## config.mk

```make
export PLATFORM = sky130hd
export DESIGN_NAME = tw_slave
export DESIGN_NICKNAME = d
export VERILOG_FILES = /design/src/rtl/tw_slave_pkg.sv /design/src/rtl/tw_slave_sync.sv /design/src/rtl/tw_slave_opclass.sv /design/src/rtl/tw_slave.sv
export SDC_FILE = /design/constraint.sdc
export NUM_CORES = 1
export LEC_CHECK = 0
export ABC_AREA = 1
export BUFFER_PORTS_ARGS = -buffer_cell sky130_fd_sc_hd__buf_2
export CORE_MARGIN = 1
export CORE_UTILIZATION = 50
export CTS_BUF_LIST = sky130_fd_sc_hd__clkbuf_8
export DETAILED_ROUTE_END_ITERATION = 7
export PLACE_DENSITY = 0.76
export RECOVER_POWER = 100
export SLEW_MARGIN = 25
export SYNTH_ARGS = -nofsm -noshare
export SYNTH_HDL_FRONTEND = slang
export SYNTH_SLANG_ARGS = --single-unit
export TNS_END_PERCENT = 50
```

## constraint.sdc

```tcl
create_clock -name clk -period 2.3 [get_ports clk]
set_input_delay 0.23 -clock clk [delete_from_list [all_inputs] [get_ports clk]]
set_output_delay 0.23 -clock clk [all_outputs]
set_load 0.05 [all_outputs]
```

## src/rtl/tw_slave_pkg.sv

```systemverilog
package tw_slave_pkg;

    typedef enum logic [2:0] {
        PH_IDLE,
        PH_ADDR,
        PH_INSTR,
        PH_WDATA,
        PH_RDATA,
        PH_STEP
    } phase_t;

    typedef enum logic [1:0] {
        OPC_WRITE,
        OPC_READ,
        OPC_STEP
    } opclass_t;

    localparam logic [3:0] OP_RD_WIPER = 4'b1001;
    localparam logic [3:0] OP_RD_REG   = 4'b1011;
    localparam logic [3:0] OP_STEP     = 4'b0010;

endpackage

```

## src/rtl/tw_slave_sync.sv

```systemverilog
module tw_slave_sync #(
    parameter int STAGES = 2
) (
    input  logic clk,
    input  logic rst_n,
    input  logic d,
    output logic q,
    output logic q_prev
);
    // STAGES flops of synchroniser plus one delayed copy for edge detection
    logic [STAGES:0] chain_q;

    always_ff @(posedge clk or negedge rst_n) begin
        if (!rst_n) chain_q <= '1;
        else        chain_q <= {chain_q[STAGES-1:0], d};
    end

    assign q      = chain_q[STAGES-1];
    assign q_prev = chain_q[STAGES];
endmodule

```

## src/rtl/tw_slave_opclass.sv

```systemverilog
module tw_slave_opclass
    import tw_slave_pkg::*;
(
    input  logic [3:0] op,
    output opclass_t   cls
);
    always_comb begin
        if (op == OP_RD_WIPER || op == OP_RD_REG) cls = OPC_READ;
        else if (op == OP_STEP)                     cls = OPC_STEP;
        else                                        cls = OPC_WRITE;
    end
endmodule

```

## src/rtl/tw_slave.sv

```systemverilog
module tw_slave
    import tw_slave_pkg::*;
#(
    parameter int SYNC_STAGES = 2,
    parameter int BYTE_W      = 8,
    parameter int STRAP_W     = 4,
    parameter int VAL_W       = 6,
    parameter logic [BYTE_W-STRAP_W-1:0] TYPE_ID = 4'b0101
) (
    input  logic               clk,
    input  logic               rst_n,
    input  logic               scl_in,
    input  logic               sda_in,
    input  logic [STRAP_W-1:0] strap,
    input  logic               nv_busy,
    input  logic [VAL_W-1:0]   rd_value,
    output logic               sda_oe,
    output logic               cmd_valid,
    output logic [BYTE_W-1:0]  cmd_byte,
    output logic               data_valid,
    output logic [BYTE_W-1:0]  data_byte,
    output logic               step_valid,
    output logic               step_up
);
    localparam int CNT_W = $clog2(BYTE_W + 2);
    localparam int IDX_W = $clog2(BYTE_W);
    localparam int PAD_W = BYTE_W - VAL_W;
    localparam logic [CNT_W-1:0] LAST_BIT = CNT_W'(BYTE_W - 1);
    localparam logic [CNT_W-1:0] ACK_SLOT = CNT_W'(BYTE_W);
    localparam logic [CNT_W-1:0] TAIL     = CNT_W'(BYTE_W + 1);

    typedef struct packed {
        phase_t              ph;
        logic [CNT_W-1:0]    cnt;
        logic [BYTE_W-1:0]   sh;
        logic                oe;
        logic                cmd_v;
        logic [BYTE_W-1:0]   cmd;
        logic                dat_v;
        logic [BYTE_W-1:0]   dat;
        logic                stp_v;
        logic                stp_up;
    } state_t;

    state_t st_d, st_q;

    // line synchronisers: index 0 = clock line, index 1 = data line
    logic [1:0] raw_w, lvl_w, prv_w;
    assign raw_w = {sda_in, scl_in};

    for (genvar g = 0; g < 2; g++) begin : g_line
        tw_slave_sync #(.STAGES(SYNC_STAGES)) u_sync (
            .clk    (clk),
            .rst_n  (rst_n),
            .d      (raw_w[g]),
            .q      (lvl_w[g]),
            .q_prev (prv_w[g])
        );
    end

    logic scl_rise, scl_fall, bus_start, bus_stop, sda_s;
    assign sda_s     = lvl_w[1];
    assign scl_rise  = lvl_w[0] & ~prv_w[0];
    assign scl_fall  = ~lvl_w[0] & prv_w[0];
    assign bus_start = lvl_w[0] & prv_w[0] & prv_w[1] & ~lvl_w[1];
    assign bus_stop  = lvl_w[0] & prv_w[0] & ~prv_w[1] & lvl_w[1];

    opclass_t op_cls;
    tw_slave_opclass u_opclass (
        .op  (st_q.cmd[BYTE_W-1 -: 4]),
        .cls (op_cls)
    );

    logic [BYTE_W-1:0] byte_in, rd_load;
    logic [IDX_W-1:0]  rd_idx;
    logic              addr_hit;

    assign byte_in  = {st_q.sh[BYTE_W-2:0], sda_s};
    assign rd_load  = {{PAD_W{1'b0}}, rd_value};
    assign rd_idx   = IDX_W'(LAST_BIT - st_q.cnt);
    assign addr_hit = (byte_in == {TYPE_ID, strap}) && !nv_busy;

    always_comb begin
        st_d       = st_q;
        st_d.cmd_v = 1'b0;
        st_d.dat_v = 1'b0;
        st_d.stp_v = 1'b0;
        if (bus_start) begin
            st_d.ph  = PH_ADDR;
            st_d.cnt = '0;
            st_d.oe  = 1'b0;
        end else if (bus_stop) begin
            st_d.ph  = PH_IDLE;
            st_d.cnt = '0;
            st_d.oe  = 1'b0;
        end else begin
            case (st_q.ph)
                PH_IDLE: ;
                PH_STEP: begin
                    if (scl_rise) begin
                        st_d.stp_v  = 1'b1;
                        st_d.stp_up = sda_s;
                    end
                end
                PH_RDATA: begin
                    if (scl_rise && st_q.cnt < TAIL) st_d.cnt = st_q.cnt + 1'b1;
                    if (scl_fall) begin
                        if (st_q.cnt != '0 && st_q.cnt < ACK_SLOT) begin
                            st_d.oe = ~st_q.sh[rd_idx];
                        end else if (st_q.cnt == ACK_SLOT) begin
                            st_d.oe = 1'b0;
                        end else if (st_q.cnt == TAIL) begin
                            st_d.ph  = PH_IDLE;
                            st_d.cnt = '0;
                        end
                    end
                end
                default: begin
                    if (scl_rise) begin
                        if (st_q.cnt < ACK_SLOT) begin
                            st_d.sh  = byte_in;
                            st_d.cnt = st_q.cnt + 1'b1;
                            if (st_q.cnt == LAST_BIT) begin
                                if (st_q.ph == PH_ADDR && !addr_hit) begin
                                    st_d.ph  = PH_IDLE;
                                    st_d.cnt = '0;
                                end else if (st_q.ph == PH_INSTR) begin
                                    st_d.cmd_v = 1'b1;
                                    st_d.cmd   = byte_in;
                                end else if (st_q.ph == PH_WDATA) begin
                                    st_d.dat_v = 1'b1;
                                    st_d.dat   = byte_in;
                                end
                            end
                        end else if (st_q.cnt == ACK_SLOT) begin
                            st_d.cnt = TAIL;
                        end
                    end
                    if (scl_fall) begin
                        if (st_q.cnt == ACK_SLOT) begin
                            st_d.oe = 1'b1;
                        end else if (st_q.cnt == TAIL) begin
                            st_d.oe  = 1'b0;
                            st_d.cnt = '0;
                            if (st_q.ph == PH_ADDR) begin
                                st_d.ph = PH_INSTR;
                            end else if (st_q.ph == PH_INSTR) begin
                                case (op_cls)
                                    OPC_READ: begin
                                        st_d.ph = PH_RDATA;
                                        st_d.sh = rd_load;
                                        st_d.oe = ~rd_load[BYTE_W-1];
                                    end
                                    OPC_STEP: st_d.ph = PH_STEP;
                                    default:  st_d.ph = PH_WDATA;
                                endcase
                            end else begin
                                st_d.ph = PH_IDLE;
                            end
                        end
                    end
                end
            endcase
        end
    end

    always_ff @(posedge clk or negedge rst_n) begin
        if (!rst_n) st_q <= '0;
        else        st_q <= st_d;
    end

    assign sda_oe     = st_q.oe;
    assign cmd_valid  = st_q.cmd_v;
    assign cmd_byte   = st_q.cmd;
    assign data_valid = st_q.dat_v;
    assign data_byte  = st_q.dat;
    assign step_valid = st_q.stp_v;
    assign step_up    = st_q.stp_up;
endmodule

```

==> impl_metrics.env, run 1 <==
export IMPL_status="finished, final reports clean"
export IMPL_critPathRequiredTime_ns=2.52
export IMPL_io_pins=36
export IMPL_skew_ns=0.007546
export IMPL_async_flop_share=1.000
export IMPL_hp_start="scl_in"
export IMPL_cts_resized=0
export IMPL_ys_seq_area_frac=0.4297
export IMPL_yosysMostFrequentCell="nand2_1"
export IMPL_path_max_fanout=10
export IMPL_rr_worst_depth=8
export IMPL_whs_endpoint="g_line[0].u_sync.chain_q[0]"
export IMPL_startpoint_type="register"
export IMPL_crit_type="reg2reg"
export IMPL_critPathCaptureType="register"
export IMPL_ys_top_cells_by_area="dfrtp_1, nand2_1, dfstp_2"
export IMPL_drive_above_1_share=0.1590
export IMPL_dp_hpwl_mm=3.968
export IMPL_fill_cells=457
export IMPL_fmax_ghz=0.5278
export IMPL_stdcell_area_sq_um=2641
export IMPL_via_per_inst=5.239
export IMPL_whs_ns=0.02191
export IMPL_r2r_start="g_line[0].u_sync.chain_q[1]"
export IMPL_fin_crit_ns=1.895
export IMPL_clk_pin_slew_ns=0.08
export IMPL_reg2reg_to="st_q[30]"
export IMPL_coreArea_sq_um=4723
export IMPL_cap_violations=0
export IMPL_ant_nets=0
export IMPL_root_buffer="clkbuf_8"
export IMPL_drc_errors=0
export IMPL_synthFlopType="dfrtp_1"
export IMPL_totalWireLength_mm=5.334
export IMPL_layout_nets=344
export IMPL_switchingPower_mw=1.284
export IMPL_slew_headroom=0.3309
export IMPL_ir_drop_uv=473.8
export IMPL_initial_core_util=0.5216
export IMPL_drt_iter0_markers=141
export IMPL_seq_area_sq_um=1059
export IMPL_grt_overflow=0
export IMPL_rsz0062_at_grt="no"
export IMPL_fin_setup_tns_ns=0
export IMPL_synth_area_sq_um=2464
export IMPL_synth_commonest_cells="nand2_1, inv_1, dfrtp_1, nand3_1, o21ai_0"
export IMPL_pwr_share_comb=0.421
export IMPL_yosys_warnings=0
export IMPL_cts_buffer_depth=2
export IMPL_die_area_sq_um=5212
export IMPL_synth_edf_count=0
export IMPL_grt_pass1_vias=1997
export IMPL_ctsHoldBuffers=0
export IMPL_grt_max_degree=43
export IMPL_antenna_found_initial=0
export IMPL_io_buffers=35
export IMPL_drv_slew=0
export IMPL_p_seq_frac=0.378
export IMPL_synth_seq_cells=42
export IMPL_final_hold_violation_count=0
export IMPL_insertedDiodeCount=0
export IMPL_dieHeight_microns=72.20
export IMPL_die_w_microns=72.20
export IMPL_cp_arrival_ns=2.11
export IMPL_clkSinkCount=42
export IMPL_tightest_slew_ns=1.004
export IMPL_yosysTopAreaCell="dfrtp_1"
export IMPL_setup_viol=0
export IMPL_syn_inst=304
export IMPL_synth_top_area_frac=0.3657
export IMPL_numCtsBuffers=5
export IMPL_multi_input_area_sq_um=1057
export IMPL_postPlaceCellArea_sq_um=2571
export IMPL_fin_crit_sh=0.8238
export IMPL_area_growth_syn_to_layout_pct=7.212
export IMPL_p_leak_nw=1.303
export IMPL_track_usage=0.2261
export IMPL_syn_area_per_cell_sq_um=8.104
export IMPL_first_pass_iters=4
export IMPL_hp_class="in2reg"
export IMPL_power_density_nw_per_um2=1092
export IMPL_place_gp_congestion=0.9814
export IMPL_cts_tree="yes"
export IMPL_rrSetupSlack_ns=0.41
export IMPL_postCtsSetupRepairBufs=0
export IMPL_p_clk_frac=0.201
export IMPL_clock_latency_ns=0.30
export IMPL_rows=25
export IMPL_p_int_mw=1.600
export IMPL_wl_per_cell_microns=13.54
export IMPL_switching_share=0.4452
export IMPL_synth_nets=322
export IMPL_ys_types=33
export IMPL_holdPathStages=1
export IMPL_htreeDepth=2
export IMPL_vias=2064
export IMPL_grt_pass1_wl_mm=9.114
==> layer usage <==
metal / vias to the layer above / track usage / part of all wire
li1: 1027 / - / -
met1: 954 / 0.2814 / 0.44
met2: 70 / 0.3749 / 0.47
met3: 13 / 0.05417 / 0.059
met4: 0 / 0.09804 / 0.025
met5: - / 0 / 0
==> area by class of cell <==
type                            count  share of cell area
Multi-Input combinational cell    196              0.4003
Tap cell                           67             0.03174
Clock inverter                      3             0.01516
Timing Repair Buffer               36             0.06016
Inverter                           45             0.06585
Clock buffer                        5             0.02605
Sequential cell                    42              0.4008
==> placed cells by master, fill, tap and decap left out, drive strengths merged <==
master	instances
bufinv	1
nand3	31
a21oi	13
ha	3
a31oi	2
nand4	4
o31ai	1
clkinv	2
nor3	6
dlygate4sd3	1
dfstp	6
dfrtp	36
clkbuf	27
o21ai	28
nand2	68
o22ai	1
o221ai	6
xor2	1
nor2	29
buf	13
o211ai	3
inv	45
==> worst max path at each step <==
stage / to / slack [ns] / depth (start not counted) / start
2_1_floorplan: byte_in[5] / 0.78 / 9 / st_q[30]
3_3_place_gp: sda_oe / 0.57 / 8 / st_q[29]
3_5_place_dp: byte_in[2] / 0.55 / 7 / st_q[30]
4_1_cts: byte_in[2] / 0.54 / 7 / st_q[30]
5_1_grt: data_byte[1] / 0.22 / 5 / st_q[29]
6_report: st_q[30] / 0.41 / 8 / g_line[0].u_sync.chain_q[1]
==> stage by stage <==
stage                     cells  utilization  worst slack [ns]  power, mW
after floorplan             304            -            0.7786      2.033
after global placement      385       0.5444            0.5697      2.305
after detailed placement    385       0.5444            0.5549      2.325
after CTS                   393       0.5674            0.5405      2.910
after global routing        394       0.5592            0.2159      3.093
final                       394       0.5592            0.4052      2.884
==> cell families after synthesis <==
family,count (synthesis),synth area share
buffers and inverters,66,0.1320
AND/OR/NAND/NOR,138,0.2935
AO/OA/AOI/OAI,54,0.1260
adder cells (fa/ha/maj),3,0.01524
XOR/XNOR,1,0.003556
flip-flops,42,0.4297
==> worst max-delay path, stage by stage (launching register included) <==
cell      delay (ns)
dfstp_1         0.58
inv_1           0.11
nor2_4          0.18
nand2_2         0.13
inv_1           0.32
o21ai_0         0.15
a21oi_1         0.16
nand3_1         0.09
o211ai_1        0.09
==> sequential cells by signal, indices dropped and copies added (netlist names) <==
register,count
data_byte,8
data_valid,1
g_line.u_sync.chain_q,6
step_up,1
cmd_valid,1
byte_in,7
step_valid,1
sda_oe,1
cmd_byte,8
st_q,8
==> power groups by stage <==
stage               clock, mW  combinational [mW]  sequential (mW)
detailed placement          0                1.22             1.10
global placement            0                1.21             1.09
floorplan                   0               0.942             1.09
CTS                     0.591                1.23             1.09
global route            0.620                1.36             1.11
finish                  0.579                1.21             1.09
(Power assumes the default switching activity.)
==> inputs of run 2 (changes only) <==
--- a/config.mk
+++ b/config.mk
@@ -5,13 +5,13 @@
 export SDC_FILE = /design/constraint.sdc
 export NUM_CORES = 1
 export LEC_CHECK = 0
-export ABC_AREA = 1
+export ABC_AREA = 0
 export BUFFER_PORTS_ARGS = -buffer_cell sky130_fd_sc_hd__buf_2
 export CORE_MARGIN = 1
 export CORE_UTILIZATION = 50
 export CTS_BUF_LIST = sky130_fd_sc_hd__clkbuf_8
 export DETAILED_ROUTE_END_ITERATION = 7
-export PLACE_DENSITY = 0.76
+export PLACE_DENSITY = 0.77
 export RECOVER_POWER = 100
 export SLEW_MARGIN = 25
 export SYNTH_ARGS = -nofsm -noshare
==> constraint.sdc (replaced) <==
create_clock -name clk -period 1.8 [get_ports clk]
set_input_delay 0.18 -clock clk [delete_from_list [all_inputs] [get_ports clk]]
set_output_delay 0.18 -clock clk [all_outputs]
set_load 0.05 [all_outputs]
==> run 2 against run 1 <==
Against the previous run: the flow now finishes with violations (DRC); cell area increased by 6.4%; area after synthesis decreased by 4.2%; total power increased by 19%; via count decreased by 13%; non-clock buffer count increased by 28.
==> impl_metrics.env, run 2 <==
export IMPL_fill_cells=367
export IMPL_synth_area_sq_um=2360
export IMPL_ir_drop_uv=763.4
export IMPL_clk_pin_slew_ns=0.08
export IMPL_grt_overflow=0
export IMPL_final_hold_violation_count=0
export IMPL_slew_headroom=0.6588
export IMPL_yosysTopAreaCell="dfrtp_1"
export IMPL_synth_nets=229
export IMPL_synth_top_area_frac=0.3818
export IMPL_wl_per_cell_microns=16.61
export IMPL_rsz0062_at_grt="no"
export IMPL_hp_class="in2reg"
export IMPL_synth_commonest_cells="dfrtp_1, buf_4, nand2_1, mux2_2, nor2_1"
export IMPL_postPlaceCellArea_sq_um=2592
export IMPL_critPathSlowestCell="dfstp_2"
export IMPL_yosysMostFrequentCell="dfrtp_1"
export IMPL_critPathRequiredTime_ns=1.99
export IMPL_die_area_sq_um=4998
export IMPL_grt_busiest_layer="met2"
export IMPL_cts_tree="yes"
export IMPL_via_per_inst=5.790
export IMPL_skew_ns=0.006587
export IMPL_layout_common_cells="dfrtp_1, buf_2, buf_4, nand2_1, mux2_2"
export IMPL_crit_type="reg2reg"
export IMPL_drc_errors=4
export IMPL_synth_edf_count=0
export IMPL_drv_slew=0
export IMPL_insertedDiodeCount=0
export IMPL_seq_area_sq_um=1059
export IMPL_ant_nets=0
export IMPL_met1_usage=0.2970
export IMPL_grt_pass1_vias=1648
export IMPL_place_gp_congestion=0.9218
export IMPL_ys_seq_area_frac=0.4486
export IMPL_startpoint_type="register"
export IMPL_critPathCaptureType="register"
export IMPL_gr_usage_met3=0.04416
export IMPL_root_buffer="clkbuf_8"
export IMPL_rows=24
export IMPL_crit_family="flip-flops"
export IMPL_vias=1795
export IMPL_critPathBufInv=1
export IMPL_ys_types=59
export IMPL_syn_inst=211
export IMPL_cp_arrival_ns=1.92
export IMPL_final_common_cell="dfrtp_1"
export IMPL_path_max_fanout=9
export IMPL_htreeDepth=2
export IMPL_tightest_slew_ns=0.5118
export IMPL_dp_hpwl_mm=3.655
export IMPL_totalWireLength_mm=5.149
export IMPL_coreArea_sq_um=4444
export IMPL_synthFlopType="dfrtp_1"
export IMPL_area_growth_syn_to_layout_pct=19.14
export IMPL_io_buffers=35
export IMPL_cts_buffer_depth=2
export IMPL_drive_above_1_share=0.4186
export IMPL_first_pass_iters=6
export IMPL_grt_max_degree=43
export IMPL_status="finished with violations"
export IMPL_grt_pass1_wl_mm=8.342
export IMPL_die_w_microns=70.70
export IMPL_cap_violations=0
export IMPL_fin_setup_tns_ns=0
export IMPL_layout_nets=275
export IMPL_numCtsBuffers=5
export IMPL_track_usage=0.2196
export IMPL_dieHeight_microns=70.70
export IMPL_p_leak_nw=1.458
export IMPL_clkSinkCount=42
export IMPL_syn_area_per_cell_sq_um=11.18
export IMPL_fin_crit_ns=1.726
export IMPL_antenna_found_initial=0
export IMPL_power_density_nw_per_um2=1218
export IMPL_yosys_warnings=0
export IMPL_fmax_ghz=0.5794
export IMPL_io_pins=36
export IMPL_cp_cell_sequence="nand4bb_4, nor3b_4, and3_1, buf_12, nor2_4, a21o_1"
export IMPL_initial_core_util=0.5310
export IMPL_stdcell_area_sq_um=2811
export IMPL_async_flop_share=1.000
export IMPL_violations="DRC"
export IMPL_gr_usage_met2=0.3462
export IMPL_slowest_delay_ns=0.64
export IMPL_synth_seq_cells=42
export IMPL_multi_input_area_sq_um=1114
export IMPL_drt_iter0_markers=118
export IMPL_whs_ns=0.1778
export IMPL_clock_latency_ns=0.30
export IMPL_fin_crit_sh=0.9588
export IMPL_setup_viol=0
export IMPL_ys_top_cells_by_area="dfrtp_1, dfstp_2, mux2_2"
## run 2: cell count changes after synthesis, moves of 12 or more
cell,previous run,this run
nand2_1,57,17
inv_1,38,5
mux2_2,0,14
nor2_1,21,9
o21ai_0,25,6
nand3_1,26,3
## run 2: cell type report
type                    instances  share of cell area
well taps                      52             0.02314
clock inverters                 2             0.02136
inverters                       5            0.006676
multi-input cells             139              0.3961
flip-flops and latches         42              0.3765
clock buffers                   6             0.02937
repair buffers                 64              0.1469
## run 2: metal layers
metal	part of all wire	vias up
li1	-	834
met1	0.46	899
met2	0.48	55
met3	0.042	7
met4	0.016	0
met5	0	-
## run 2: final timing paths
path	from	endpoint	slack [ns]	cells after the start
worst max-delay path	g_line[0].u_sync.chain_q[2]	byte_in[5]	0.07	6
worst min-delay path	rd_value[5]	byte_in[6]	0.18	3
worst max register to register	g_line[0].u_sync.chain_q[2]	byte_in[5]	0.07	6
worst min register to register	g_line[1].u_sync.chain_q[0]	g_line[1].u_sync.chain_q[1]	0.36	0
max in group asynchronous	rst_n	g_line[0].u_sync.chain_q[0]	0.97	3
min in group asynchronous	rst_n	data_byte[1]	0.47	3
## run 2: kinds of logic (layout without fill, tap and decap cells)
kind of cell,count (synthesis),in the layout,share of synthesized area
flops,42,42,0.4486
buf+inv,31,77,0.09278
simple gates,63,64,0.1697
fa+ha+maj,3,3,0.01591
compound gates,45,45,0.1421
xor+xnor,7,7,0.02598
mux,20,20,0.1050
## run 2: where the power goes
| group | leakage [nW] | internal [mW] | switching, mW |
|---|---|---|---|
| Sequential | 0.550 | 1.10 | 0.216 |
| Combinational | 0.836 | 0.590 | 0.594 |
| Clock | 0.0714 | 0.592 | 0.328 |
| Total | 1.46 | 2.29 | 1.14 |
## run 2: tightest hold or removal path: stages
cell and delay [ns]:
buf_2 0.08, a22o_1 0.12, a21o_1 0.07
## run 2: stage by stage
step,instances,util,power (mW),setup WS [ns]
6_report,310,0.6326,3.423,0.07408
4_1_cts,307,0.6222,3.397,0.01025
5_1_grt,310,0.6326,3.603,0.003157
2_1_floorplan,211,-,2.105,0.02655
3_3_place_gp,296,0.5833,2.453,0.07825
3_5_place_dp,296,0.5833,2.473,0.03078
## run 2: timing repair
item / 4_1_cts / 5_1_grt
hold endpoints to repair: 38 / 0
buffers inserted: 0 / 2
setup endpoints to repair: 0 / 16
hold buffers: 3 / 0
gates resized for setup: 0 / 3
==> inputs of run 3 (changes only) <==
==> constraint.sdc (replaced) <==
create_clock -name clk -period 1.8 [get_ports clk]
set_input_delay 0.27 -clock clk [delete_from_list [all_inputs] [get_ports clk]]
set_output_delay 0.27 -clock clk [all_outputs]
set_load 0.05 [all_outputs]
==> run 3 against run 2 <==
Against the previous run: the flow still finishes with violations (DRC); fmax is 0.74% higher; cell area shrank 1.5%; worst hold slack worse by 0.12 ns; die area is the same; combinational power is 8% higher; critical path depth unchanged; sequential power about the same; wire length fell by 2.2%; via count down 1.2%.
==> impl_metrics.env, run 3 (same netlist as run 2, synthesis figures left out) <==
export IMPL_fin_crit_sh=0.9518
export IMPL_initial_core_util=0.5310
export IMPL_crit_type="reg2reg"
export IMPL_fmax_ghz=0.5837
export IMPL_ant_nets=0
export IMPL_cap_violations=0
export IMPL_grt_overflow=0
export IMPL_layout_common_cells="dfrtp_1, buf_2, buf_4, nand2_1, mux2_2"
export IMPL_antenna_found_initial=0
export IMPL_coreArea_sq_um=4444
export IMPL_vias=1774
export IMPL_root_buffer="clkbuf_8"
export IMPL_grt_pass1_wl_mm=8.390
export IMPL_grt_pass1_vias=1705
export IMPL_die_area_sq_um=4998
export IMPL_stdcell_count=307
export IMPL_cp_arrival_ns=1.95
export IMPL_dp_hpwl_mm=3.686
export IMPL_path_max_fanout=6
export IMPL_startpoint_type="register"
export IMPL_totalWireLength_mm=5.034
export IMPL_holdPathStages=1
export IMPL_final_hold_violation_count=0
export IMPL_cts_buffer_depth=2
export IMPL_violations="DRC"
export IMPL_die_w_microns=70.70
export IMPL_dieHeight_microns=70.70
export IMPL_hp_class="in2reg"
export IMPL_wl_per_cell_microns=16.40
export IMPL_grt_busiest_layer="met2"
export IMPL_met1_usage=0.2983
export IMPL_insertedDiodeCount=0
export IMPL_track_usage=0.2194
export IMPL_seq_area_sq_um=1060
export IMPL_tightest_slew_ns=0.4457
export IMPL_io_pins=36
export IMPL_clock_latency_ns=0.30
export IMPL_multi_input_area_sq_um=1122
export IMPL_via_per_inst=5.779
export IMPL_drive_above_1_share=0.4431
export IMPL_gr_usage_met3=0.05698
export IMPL_setup_viol=0
export IMPL_slew_headroom=0.7029
export IMPL_rr_worst_depth=6
export IMPL_postPlaceCellArea_sq_um=2613
export IMPL_drv_slew=0
export IMPL_htreeDepth=2
export IMPL_layout_nets=272
export IMPL_place_gp_congestion=0.9894
export IMPL_drc_errors=4
export IMPL_fin_ws_ns=0.08678
export IMPL_area_growth_syn_to_layout_pct=17.39
export IMPL_critPathCaptureType="register"
export IMPL_clkSinkCount=42
export IMPL_power_density_nw_per_um2=1161
export IMPL_skew_ns=0.003685
export IMPL_status="finished with violations"
export IMPL_drt_iter0_markers=111
export IMPL_critPathRequiredTime_ns=2.04
export IMPL_clk_pin_slew_ns=0.08
export IMPL_numCtsBuffers=5
export IMPL_dp_cells=297
export IMPL_pre_cts_ws_ns=0.04347
export IMPL_gr_usage_met2=0.3462
export IMPL_io_buffers=35
export IMPL_fill_cells=364
export IMPL_cts_tree="yes"
export IMPL_first_pass_iters=6
export IMPL_stdcell_area_sq_um=2770
export IMPL_rsz0062_at_grt="yes"
export IMPL_ir_drop_uv=670.1
export IMPL_grt_max_degree=24
export IMPL_fin_crit_ns=1.713
export IMPL_p_leak_nw=1.417
export IMPL_rows=24
-- run 3: cell types whose count changed in the layout (fill, tap and decap cells not counted), sizes merged --
cell	previous run	this run
dlygate4sd3	3	1
clkinv	0	1
bufinv	2	0
nand4b	3	2
clkinvlp	0	1
-- run 3: final cells by class --
class | count | area share
clock buffer | 6 | 0.02981
sequential | 42 | 0.3826
inverter | 5 | 0.006775
multi-input combinational | 138 | 0.4051
timing repair buffer | 62 | 0.1477
tap | 52 | 0.02349
clock inverter | 2 | 0.004517
-- run 3: worst paths after layout --
path | from | endpoint | slack, ns
worst max-delay path | g_line[0].u_sync.chain_q[1] | st_q[29] | 0.09
worst min-delay path | sda_in | g_line[1].u_sync.chain_q[0] | 0.06
worst max register to register | g_line[0].u_sync.chain_q[1] | st_q[29] | 0.09
worst min register to register | g_line[0].u_sync.chain_q[0] | g_line[0].u_sync.chain_q[1] | 0.36
max in group asynchronous | rst_n | st_q[29] | 0.87
min in group asynchronous | rst_n | cmd_byte[1] | 0.44
-- run 3: routing by layer --
layer / share of wire / vias to the layer above
met4: 0.014 / 0
met2: 0.47 / 60
met5: 0 / -
met1: 0.45 / 871
met3: 0.072 / 7
li1: - / 836
-- run 3: timing repair --
action                                  in CTS  in global routing
endpoints found under the setup margin       0                 15
buffers inserted                             0                  1
gates resized for setup                      0                 12
endpoints found under the hold margin       13                  0
hold buffers                                 1                  0
-- run 3: critical path, stage by stage (launching register included) --
cell	delay [ns]
dfstp_2	0.57
buf_6	0.12
or2b_4	0.28
a21oi_4	0.12
xnor2_1	0.08
o31ai_1	0.27
o221a_1	0.21
-- run 3: power by group --
group	total [mW]	leakage, nW	switching, mW	internal [mW]
logic	1.28	0.821	0.650	0.630
clock network	0.639	0.0472	0.331	0.308
registers	1.30	0.549	0.191	1.11
-- run 3: through the flow --
step,setup TNS [ns],power (mW),util,hold slack [ns]
floorplan,0,2.105,-,-0.02559
global placement,0,2.478,0.5878,0.2425
detailed placement,0,2.495,0.5878,0.2433
CTS,0,3.145,0.6115,0.05471
global route,-0.02009,3.405,0.6233,0.05852
finish,0,3.216,0.6233,0.06231
